--- src/rtl/fis_pkg.sv ---
package fis_pkg;

   localparam int FRAME_MAX = 20;
   localparam int REG_LEN   = 20;
   localparam int SDB_LEN   = 8;
   localparam int LEN_W     = 5;

   typedef enum logic [1:0] {
      K_NONE = 2'd0,
      K_INIT = 2'd1,
      K_REG  = 2'd2,
      K_SDB  = 2'd3
   } fkind_e;

   typedef struct packed {
      logic [FRAME_MAX-1:0][7:0] bytes;
      logic [LEN_W-1:0]          len;
      logic                      c_d2h;
      logic                      c_tfe;
      logic                      c_sdb;
   } frame_t;

   localparam logic [7:0] REG_TYPE   = 8'h34;
   localparam logic [7:0] SDB_MASK   = 8'h77;
   localparam logic [7:0] ST_FAIL    = 8'h41;
   localparam logic [7:0] ST_OK      = 8'h50;
   localparam logic [7:0] ER_ABORT   = 8'h04;
   localparam logic [7:0] SIG_PKT_LO = 8'h14;
   localparam logic [7:0] SIG_PKT_HI = 8'hEB;

endpackage

--- src/rtl/fis_frame_fmt.sv ---
module fis_frame_fmt
   import fis_pkg::*;
#(
   parameter int TAGS = 32
)(
   input  fkind_e            kind,
   input  logic [7:0]        st_in,
   input  logic [7:0]        er_in,
   input  logic [79:0]       cmd_bytes,
   input  logic              glob_pend,
   input  logic              is_packet,
   input  logic              cmpl_fail,
   input  logic [TAGS-1:0]   map_next,
   output frame_t            frame
);
   logic [31:0] map32;
   logic [7:0]  sdb_st;
   logic [7:0]  sdb_er;

   generate
      if (TAGS == 32) begin : g_full
         assign map32 = map_next;
      end else begin : g_pad
         assign map32 = {{(32-TAGS){1'b0}}, map_next};
      end
   endgenerate

   assign sdb_st = (cmpl_fail ? ST_FAIL : ST_OK) & SDB_MASK;
   assign sdb_er = cmpl_fail ? ER_ABORT : er_in;

   always_comb begin
      frame = '0;
      if (kind == K_SDB) begin
         frame.bytes[0] = sdb_er;
         frame.bytes[2] = sdb_st;
         for (int b = 0; b < 4; b++) begin
            frame.bytes[4+b] = map32[8*b +: 8];
         end
         frame.len   = LEN_W'(SDB_LEN);
         frame.c_sdb = 1'b1;
      end else begin
         frame.bytes[0] = REG_TYPE;
         frame.bytes[1] = glob_pend ? 8'h40 : 8'h00;
         frame.bytes[2] = st_in;
         frame.bytes[3] = er_in;
         if (kind == K_INIT) begin
            frame.bytes[4]  = 8'h01;
            frame.bytes[12] = 8'h01;
            if (is_packet) begin
               frame.bytes[5] = SIG_PKT_LO;
               frame.bytes[6] = SIG_PKT_HI;
            end
         end else begin
            for (int k = 0; k < 10; k++) begin
               frame.bytes[4+k] = cmd_bytes[8*k +: 8];
            end
         end
         frame.len   = LEN_W'(REG_LEN);
         frame.c_d2h = 1'b1;
         frame.c_tfe = st_in[0];
      end
   end

endmodule

--- src/rtl/fis_done_map.sv ---
module fis_done_map #(
   parameter int TAGS  = 32,
   parameter int TAG_W = $clog2(TAGS)
)(
   input  logic              clk,
   input  logic              rst_n,
   input  logic              take,
   input  logic              store,
   input  logic [TAG_W-1:0]  tag,
   input  logic              fail,
   input  logic              clr,
   output logic [TAGS-1:0]   map_next,
   output logic [TAGS-1:0]   act_clr,
   output logic [TAGS-1:0]   err_set
);
   logic [TAGS-1:0] map_q;
   logic [TAGS-1:0] tag_hot;

   assign tag_hot  = TAGS'(1) << tag;
   assign map_next = (clr ? '0 : map_q) | tag_hot;

   always_ff @(posedge clk) begin
      if (!rst_n) begin
         map_q   <= '0;
         act_clr <= '0;
         err_set <= '0;
      end else begin
         act_clr <= take ? tag_hot : '0;
         err_set <= (take && fail) ? tag_hot : '0;
         if (take && store) begin
            map_q <= map_next;
         end else if (clr) begin
            map_q <= '0;
         end
      end
   end


   act_onehot_chk: assert property (@(posedge clk) disable iff (!rst_n)
      $onehot0(act_clr));


   err_in_act_chk: assert property (@(posedge clk) disable iff (!rst_n)
      (err_set & ~act_clr) == '0);

endmodule

--- src/rtl/fis_byte_emit.sv ---
module fis_byte_emit
   import fis_pkg::*;
#(
   parameter int OFF_W = 8
)(
   input  logic              clk,
   input  logic              rst_n,
   input  logic              load,
   input  frame_t            frame,
   input  logic [OFF_W-1:0]  base,
   output logic              busy,
   output logic              wr_valid,
   output logic [OFF_W-1:0]  wr_off,
   output logic [7:0]        wr_data,
   output logic              cause_d2h,
   output logic              cause_tfe,
   output logic              cause_sdb
);
   frame_t            frm_q;
   logic [OFF_W-1:0]  base_q;
   logic [LEN_W-1:0]  idx_q;
   logic              act_q;
   logic              last;

   assign last = (idx_q == frm_q.len - LEN_W'(1));

   always_ff @(posedge clk) begin
      if (!rst_n) begin
         frm_q  <= '0;
         base_q <= '0;
         idx_q  <= '0;
         act_q  <= 1'b0;
      end else if (load && !act_q) begin
         frm_q  <= frame;
         base_q <= base;
         idx_q  <= '0;
         act_q  <= 1'b1;
      end else if (act_q) begin
         if (last) begin
            act_q <= 1'b0;
         end else begin
            idx_q <= idx_q + LEN_W'(1);
         end
      end
   end

   assign busy      = act_q;
   assign wr_valid  = act_q;
   assign wr_off    = base_q + OFF_W'(idx_q);
   assign wr_data   = frm_q.bytes[idx_q];
   assign cause_d2h = act_q && last && frm_q.c_d2h;
   assign cause_tfe = act_q && last && frm_q.c_tfe;
   assign cause_sdb = act_q && last && frm_q.c_sdb;


   off_step_chk: assert property (@(posedge clk) disable iff (!rst_n)
      (wr_valid && !last) |=> (wr_valid && wr_off == $past(wr_off) + OFF_W'(1)));


   tfe_with_d2h_chk: assert property (@(posedge clk) disable iff (!rst_n)
      cause_tfe |-> cause_d2h);


   cause_one_chk: assert property (@(posedge clk) disable iff (!rst_n)
      $countones({cause_d2h, cause_sdb}) <= 1);

endmodule

--- src/rtl/fis_resp_writer.sv ---
module fis_resp_writer
   import fis_pkg::*;
#(
   parameter int TAGS    = 32,
   parameter int TAG_W   = $clog2(TAGS),
   parameter int OFF_W   = 8,
   parameter int REG_OFF = 'h40,
   parameter int SDB_OFF = 'h58
)(
   input  logic              clk,
   input  logic              rst_n,
   input  logic              rx_en,
   input  logic              area_ok,
   input  logic              glob_pend,
   input  logic              is_packet,
   input  logic [7:0]        st_in,
   input  logic [7:0]        er_in,
   input  logic [79:0]       cmd_bytes,
   input  logic              req_init,
   input  logic              req_reg,
   input  logic              req_sdb,
   input  logic [TAG_W-1:0]  cmpl_tag,
   input  logic              cmpl_fail,
   input  logic              done_clr,
   output logic              ready,
   output logic              wr_valid,
   output logic [OFF_W-1:0]  wr_off,
   output logic [7:0]        wr_data,
   output logic              cause_d2h,
   output logic              cause_tfe,
   output logic              cause_sdb,
   output logic [TAGS-1:0]   act_clr,
   output logic [TAGS-1:0]   err_set
);
   localparam int REG_END = REG_OFF + REG_LEN;
   localparam int SDB_END = SDB_OFF + SDB_LEN;

   if (TAGS < 2 || TAGS > 32) begin : g_bad_tags
      $error("TAGS must lie in 2..32");
   end
   if (REG_END > (1 << OFF_W) || SDB_END > (1 << OFF_W)) begin : g_bad_off
      $error("frame offsets exceed OFF_W");
   end

   fkind_e            kind;
   logic              gate;
   logic              busy;
   logic              load;
   frame_t            frame;
   logic [TAGS-1:0]   map_next;
   logic [OFF_W-1:0]  base;

   always_comb begin
      kind = K_NONE;
      if (!busy) begin
         if (req_init)     kind = K_INIT;
         else if (req_reg) kind = K_REG;
         else if (req_sdb) kind = K_SDB;
      end
   end

   assign gate  = rx_en && area_ok;
   assign load  = (kind != K_NONE) && gate;
   assign base  = (kind == K_SDB) ? OFF_W'(SDB_OFF) : OFF_W'(REG_OFF);
   assign ready = !busy;

   fis_frame_fmt #(.TAGS(TAGS)) u_fmt (
      .kind      (kind),
      .st_in     (st_in),
      .er_in     (er_in),
      .cmd_bytes (cmd_bytes),
      .glob_pend (glob_pend),
      .is_packet (is_packet),
      .cmpl_fail (cmpl_fail),
      .map_next  (map_next),
      .frame     (frame)
   );

   fis_done_map #(.TAGS(TAGS), .TAG_W(TAG_W)) u_map (
      .clk      (clk),
      .rst_n    (rst_n),
      .take     (kind == K_SDB),
      .store    (gate),
      .tag      (cmpl_tag),
      .fail     (cmpl_fail),
      .clr      (done_clr),
      .map_next (map_next),
      .act_clr  (act_clr),
      .err_set  (err_set)
   );

   fis_byte_emit #(.OFF_W(OFF_W)) u_emit (
      .clk       (clk),
      .rst_n     (rst_n),
      .load      (load),
      .frame     (frame),
      .base      (base),
      .busy      (busy),
      .wr_valid  (wr_valid),
      .wr_off    (wr_off),
      .wr_data   (wr_data),
      .cause_d2h (cause_d2h),
      .cause_tfe (cause_tfe),
      .cause_sdb (cause_sdb)
   );


   gated_idle_chk: assert property (@(posedge clk) disable iff (!rst_n)
      (ready && (req_init || req_reg || req_sdb) && !gate) |=> (ready && !wr_valid));


   busy_write_chk: assert property (@(posedge clk) disable iff (!rst_n)
      wr_valid |-> !ready);


   first_off_chk: assert property (@(posedge clk) disable iff (!rst_n)
      $rose(wr_valid) |-> (wr_off == OFF_W'(REG_OFF) || wr_off == OFF_W'(SDB_OFF)));

endmodule

--- config.mk ---
export PLATFORM = sky130hd
export DESIGN_NAME = fis_resp_writer
export DESIGN_NICKNAME = d
export VERILOG_FILES = /design/src/rtl/fis_pkg.sv /design/src/rtl/fis_frame_fmt.sv /design/src/rtl/fis_done_map.sv /design/src/rtl/fis_byte_emit.sv /design/src/rtl/fis_resp_writer.sv
export SDC_FILE = /design/constraint.sdc
export NUM_CORES = 1
export LEC_CHECK = 0
export ABC_CLOCK_PERIOD_IN_PS = 3420
export BUFFER_PORTS_ARGS = -buffer_cell sky130_fd_sc_hd__buf_2
export CAP_MARGIN = 20
export CORE_MARGIN = 2
export CORE_UTILIZATION = 58
export CTS_CLUSTER_DIAMETER = 200
export DETAILED_ROUTE_END_ITERATION = 6
export GPL_TIMING_DRIVEN = 0
export PLACE_DENSITY = 0.84
export SLEW_MARGIN = 10
export SYNTH_ARGS = -nofsm -noshare
export SYNTH_HDL_FRONTEND = slang
export SYNTH_SLANG_ARGS = --single-unit
--- constraint.sdc ---
create_clock -name clk -period 3.42 [get_ports clk]
set_clock_uncertainty 0.2 [all_clocks]
set_input_delay 0.342 -clock clk [delete_from_list [all_inputs] [get_ports clk]]
set_output_delay 0.342 -clock clk [all_outputs]
set_load 0.1 [all_outputs]
==> results of run 1 <==
## worst reg2reg max path, stage by stage (launching register included)
cell and delay (ns):
sky130_fd_sc_hd__dfxtp_1 0.33, sky130_fd_sc_hd__buf_2 0.20, sky130_fd_sc_hd__nor4b_4 0.62, sky130_fd_sc_hd__nand2_1 0.42, sky130_fd_sc_hd__nor3_2 0.38, sky130_fd_sc_hd__a22o_1 0.20
## cell usage in the layout, fill, tap and decap left out, drive strengths merged, types with 7 or more instances in the layout
cell | netlist | routed
a211oi | 11 | 11
a21oi | 83 | 83
a22o | 74 | 74
and2 | 7 | 7
and3 | 8 | 8
buf | 37 | 222
clkbuf | 42 | 77
dfxtp | 211 | 211
dlygate4sd3 | 0 | 92
inv | 15 | 16
mux2i | 29 | 29
nand2 | 51 | 51
nand2b | 9 | 9
nand3 | 14 | 14
nor2 | 119 | 119
nor2b | 28 | 28
nor3 | 11 | 11
o21ai | 59 | 59
o22ai | 12 | 12
or2 | 7 | 7
## through the flow
stage | total power (uW) | hold WS [ns] | instances
6_report | 5660 | 0.0421 | 1426
5_1_grt | 5790 | 0.0633 | 1425
3_5_place_dp | 3110 | 0.244 | 1295
4_1_cts | 5600 | 0.0320 | 1425
3_3_place_gp | 3100 | 0.239 | 1295
2_1_floorplan | 2920 | 0.225 | 917
## sequential cells by signal (all words and copies together) (netlist names)
register / cells
u_emit.base_q: 1
u_emit.busy: 1
u_emit.frm_q: 108
u_emit.idx_q: 5
u_map.act_clr: 32
u_map.err_set: 32
u_map.map_q: 32
## final timing paths
kind / start / cells after the start / end
setup / recovery: u_emit.idx_q[0] / 8 / wr_data[1]
hold / removal: cmd_bytes[19] / 4 / u_emit.frm_q[59]
setup reg to reg: u_emit.busy / 5 / u_emit.frm_q[11]
hold reg to reg: u_emit.frm_q[15] / 2 / u_emit.frm_q[15]
## power breakdown
group | total (uW) | internal (uW) | leakage, uW | switching [uW]
registers | 2560 | 2520 | 0.00171 | 42.4
logic | 626 | 244 | 0.00261 | 383
clock network | 2480 | 1460 | 0.000348 | 1020
total | 5660 | 4220 | 0.00467 | 1440
## per-layer routing
metal,vias to the layer above,track usage [%]
li1,3893,-
met4,0,21.0
met1,4230,48.3
met5,-,0
met3,168,8.20
met2,765,62.7
## timing repair
item,4_1_cts,5_1_grt
gates resized for setup,0,16
endpoints found under the hold margin,98,0
hold buffers,92,0
setup endpoints to repair,0,8
## logic make-up (layout without fill, tap and decap cells)
kind of cell,Yosys count,count (layout),share of synthesized area (%)
muxes,35,35,5.03
buffers and inverters,95,419,4.94
adders and majority gates,4,4,0.680
DFF,211,211,49.9
other,1,2,0.0443
xor gates and xnor gates,5,5,0.517
AOI/OAI and AO/OA,283,283,22.4
and+or+nand+nor,283,283,16.5
## final cells by class
cell class,count,area share (%)
timing repair buffer,286,16.8
clock inverter,12,1.50
tap,184,2.02
multi-input combinational,611,34.0
inverter,16,0.527
clock buffer,26,4.86
buffer,79,3.21
sequential,211,37.1
antenna,1,0.0220
==> metrics.md, run 1 <==
| Metric | Value |
|---|---|
| TritonCTS clock tree | done |
| Met3 wire len | 3.75 mm |
| Cell area after technology mapping | 8470 sq um |
| Setup WS post-layout | 0.117 ns |
| Port-buffer cells | 194 |
| Final core area utilization | 79.3% |
| Clock buffer depth | 3 |
| Leading post-synthesis cells by cell area | sky130_fd_sc_hd__dfxtp_1, sky130_fd_sc_hd__a22o_1, sky130_fd_sc_hd__nor2_1, sky130_fd_sc_hd__a21oi_1, sky130_fd_sc_hd__mux2i_1 |
| Gpl congestion | 0.963 |
| Run status | finished clean |
| Residual DRC count | 0 |
| CTS Sinks | 211 |
| Die extent in y | 125 microns |
| Post-synthesis average cell area | 9.23 sq um |
| Number of antenna violations at the first check in global routing | 0 |
| Required @ worst endpoint | 2.88 ns |
| Worst Path Max Fanout | 10 |
| Setup repair after global routing missed its margin | no |
| Share of Yosys cell area claimed by the top area cell type | 49.9% |
| Setup Buffers After CTS | 0 |
| Cell occurring most often along the worst timing path | sky130_fd_sc_hd__clkbuf_4 |
| Post-place instance area | 9720 sq um |
| GRT Overall Usage | 38.7% |
| Slew Limit Headroom | 29.4% |
| Most frequent cells after synthesis | sky130_fd_sc_hd__dfxtp_1, sky130_fd_sc_hd__nor2_1, sky130_fd_sc_hd__a21oi_1, sky130_fd_sc_hd__a22o_1, sky130_fd_sc_hd__o21ai_0 |
| Lkg Pwr | 0.00467 uW |
| Worst setup EP type | output pin |
| Width of the chip | 125 microns |
| Clock insertion delay at the later pin of the skew report | 0.52 ns |
| Leading cell type by number of instances after synthesis | sky130_fd_sc_hd__dfxtp_1 |
| Antenna viol nets, final | 0 |
| Final wirelength | 31.3 mm |
| Library cells used by synthesis | 63 |
| Number of fill cells | 856 |
| Number of global-route vias before repair | 8,753 |
| Worst hold path class | primary input to flop |
| Data arrival time at the worst-slack endpoint | 2.76 ns |
| Post-DP HPWL | 19.3 mm |
| Total number of vias | 9,056 |
| CTS clk-pin slew, worst paths | 0.07 ns |
| Commonest register cell after synthesis | sky130_fd_sc_hd__dfxtp_1 |
| Area of the multi-input gates | 3880 sq um |
| Warnings from Yosys | 0 |
| Achievable clock frequency | 0.303 GHz |
| Cell type group with the largest total delay on the critical path | buffers and inverters |
| Flop-to-flop setup slack | 0.99 ns |
| Slew Viols, Final | 0 |
| Number of standard-cell rows in the floorplan | 44 |
| Critical path cell sequence | clkbuf_1, clkbuf_4, buf_2, a311oi_1, o21ai_0, nand2_1, a211oi_2, clkbuf_4 |
| Number of DRC markers after the initial detailed-route iteration | 1,197 |
| Endpoints failing hold | 0 |
| Met2 routed wirelength | 14.6 mm |
| WL met1 | 11.0 mm |
| Inserted Clock Buffers | 21 |
| Worst path max stage delay | 0.38 ns |
| Pin count of the biggest net entering global routing | 16 |
| Number of iterations in the first detailed-routing pass | 7 |
| Nature of the critical path startpoint | flop |
| Number of max-capacitance violations reported | 0 |
| FF+latch area | 4220 sq um |
| FFs w/ async S/R, synth | 0% |
| Total power density per cell area | 497 nW/um^2 |
| Critical path start-end classification | flop to output pin |
| Sequential cell area fraction in the yosys report | 49.9% |
| Worst-Margin Slew | 1.06 ns |
| Layout cells sized above 1 | 24.2% |
| Synth Instances | 917 |
| Global route overflow | 0 |
| Period utilisation layout | 96.6% |
| Uppermost layer routed | met4 |
| Setup slack at placement | 0.561 ns |
| Synthesis-stage register bit count | 211 |
| Worst vdd ir | 0.540 mV |
| Post-layout minimum cycle time | 3.30 ns |
| Setup Total Neg Slack | 0 ns |
| Area of the die | 15,600 sq um |
| Layout overhead on the synthesized area | 34.6% |
| Number of enable flip-flop cells after synthesis | 0 |
| DR WL/cell | 22.0 microns |
| Slowest CP cell | sky130_fd_sc_hd__clkbuf_4 |
| Number of nets produced by synthesis | 1,033 |
| Initial core utilization | 58.9% |
| Clk Tree Root Cell | sky130_fd_sc_hd__clkbuf_16 |
| Core area | 14,400 sq um |
| Cell taking the most area after synthesis | sky130_fd_sc_hd__dfxtp_1 |
| Setup-failing EPs final | 0 |
| Global-route wire length before repair | 48.0 mm |
| Nets | 1,342 |
| Design area | 11,400 sq um |
| H-tree depth | 1 |
| Post-detailed-route via-to-cell ratio | 6.35 |
| Total buffers and inverters traversed by the critical path | 4 |
| Number of ports placed on the die boundary | 197 |
No activity file was read; power rests on OpenSTA's default activity.
==> run 2, diff against run 1 <==
- CELL_PAD_IN_SITES_DETAIL_PLACEMENT: default -> 1
- CELL_PAD_IN_SITES_GLOBAL_PLACEMENT: default -> 2
- CORE_UTILIZATION: 58 -> 35
==> metrics.md, run 2 (synthesis results as in run 1) <==
| Metric | Value |
|---|---|
| Run status | finished clean |
| Final wirelength | 33.5 mm |
| Flop-to-flop setup slack | 0.92 ns |
| Number of antenna violations at the first check in global routing | 0 |
| Data arrival time at the worst-slack endpoint | 2.76 ns |
| Net load switching power | 1480 uW |
| Inserted Clock Buffers | 24 |
| Clk network pwr share | 46.4% |
| Clk Tree Root Cell | sky130_fd_sc_hd__clkbuf_16 |
| Share of total power in combinational logic | 10.6% |
| Setup Total Neg Slack | 0 ns |
| Setup Buffers After CTS | 0 |
| Worst Path Max Fanout | 5 |
| Period utilisation layout | 96.5% |
| Number of max-capacitance violations reported | 0 |
| Slew Viols, Final | 0 |
| CTS Sinks | 211 |
| Worst vdd ir | 0.462 mV |
| Power after layout | 5950 uW |
| Share of total power consumed by net switching | 25.0% |
| Nets | 1,344 |
| Antenna viol nets, final | 0 |
| TritonCTS clock tree | done |
| Number of standard-cell rows in the floorplan | 56 |
| Total number of vias | 8,294 |
| H-tree depth | 1 |
| Critical path start-end classification | flop to output pin |
| Post-place instance area | 9890 sq um |
| Commonest non-fill, non-tap cell in the layout | sky130_fd_sc_hd__buf_2 |
| Global route overflow | 0 |
| Most used cells in the layout excluding fill and tap cells | sky130_fd_sc_hd__buf_2, sky130_fd_sc_hd__dfxtp_1, sky130_fd_sc_hd__nor2_1 |
| Worst hold path class | primary input to flop |
| Number of antenna diodes | 0 |
| Total power density per cell area | 509 nW/um^2 |
| Max FFs per register | 108 |
| Layout cells sized above 1 | 24.7% |
| Area of the die | 25,400 sq um |
| Sequential fraction of design power | 43.0% |
| Achievable clock frequency | 0.303 GHz |
| Number of DRC markers after the initial detailed-route iteration | 481 |
| Clock insertion delay at the later pin of the skew report | 0.53 ns |
| Setup repair after global routing missed its margin | no |
| CTS clk-pin slew, worst paths | 0.06 ns |
| Number of global-route vias before repair | 8,816 |
| Post-DP HPWL | 23.5 mm |
| Layout overhead on the synthesized area | 38.0% |
| Pin count of the biggest net entering global routing | 13 |
| Residual DRC count | 0 |
| Design area | 11,700 sq um |
| Core area | 23,600 sq um |
| Lkg Pwr | 0.00475 uW |
| Post-layout minimum cycle time | 3.30 ns |
| Die extent in y | 160 microns |
| Global-route wire length before repair | 51.4 mm |
| Number of cells in the finished layout apart from fillers | 1,564 |
| Cell count after placement | 1,430 |
| Register with the most flip-flops | u_emit.frm_q |
| Gpl congestion | 0.827 |
| Setup-failing EPs final | 0 |
| Number of ports placed on the die boundary | 197 |
| Slew Limit Headroom | 33.5% |
| Worst-Margin Slew | 0.990 ns |
| DR WL/cell | 21.4 microns |
| Post-detailed-route via-to-cell ratio | 5.30 |
| Required @ worst endpoint | 2.88 ns |
| Post-Route Hold Slack | 0.0259 ns |
| Initial core utilization | 35.9% |
| GRT Overall Usage | 25.7% |
| Port-buffer cells | 194 |
| Width of the chip | 160 microns |
| Endpoints failing hold | 0 |
| Cell Int Power | 4460 uW |
| Worst setup EP type | output pin |
| Clock buffer depth | 3 |
| Number of iterations in the first detailed-routing pass | 4 |
| Nature of the critical path startpoint | flop |
-- run 2: cell type report --
type                       count  area (sq um)
fill                        2775         11900
sequential                   211          4220
multi-input combinational    611          3880
timing repair buffer         285          1910
clock buffer                  35           692
tap                          319           399
buffer                        79           374
clock inverter                 8           151
inverter                      16          60.1
-- run 2: path summary, 6_finish.rpt --
| check | to | from | cells past startpoint |
|---|---|---|---|
| worst max-delay path | cause_sdb | u_emit.frm_q[6] | 5 |
| worst min-delay path | u_emit.frm_q[40] | cmd_bytes[0] | 3 |
| worst max register to register | u_map.err_set[0] | u_emit.busy | 5 |
| worst min register to register | u_emit.frm_q[1] | u_emit.frm_q[1] | 2 |
-- run 2: stage by stage --
step	utilization, %	worst slack, ns
after global placement	41.9	0.413
after CTS	49.3	0.000296
final	49.5	0.118
after global routing	49.5	0.0236
after detailed placement	41.9	0.354
after floorplan	-	-0.0957
-- run 2: repair_timing --
| action | CTS | global route |
|---|---|---|
| endpoints found under the setup margin | 8 | 7 |
| endpoints found under the hold margin | 96 | 0 |
| cloned | 0 | 0 |
| gates resized for setup | 10 | 14 |
| hold buffers | 90 | 0 |
-- run 2: layer usage --
metal / vias up / share of wire, % / GRT usage [%]
met5: - / 0 / 0
met4: 0 / 2.6 / 7.07
met3: 52 / 4.5 / 3.41
met2: 230 / 48 / 44.6
met1: 4127 / 45 / 33.4
li1: 3885 / - / -
-- run 2: critical path, cell delays in order, from the launching register on --
cell and delay [ns]:
sky130_fd_sc_hd__dfxtp_1 0.57, sky130_fd_sc_hd__ha_1 0.32, sky130_fd_sc_hd__xor2_1 0.18, sky130_fd_sc_hd__nor4_1 0.50, sky130_fd_sc_hd__and3_1 0.24, sky130_fd_sc_hd__buf_2 0.43
-- run 2: power groups by stage --
stage	sequential [uW]	combinational, uW	clock, uW
6_report	2560	630	2760
5_1_grt	2560	674	2890
4_1_cts	2550	615	2800
3_5_place_dp	2610	529	0
3_3_place_gp	2610	526	0
2_1_floorplan	2600	311	0
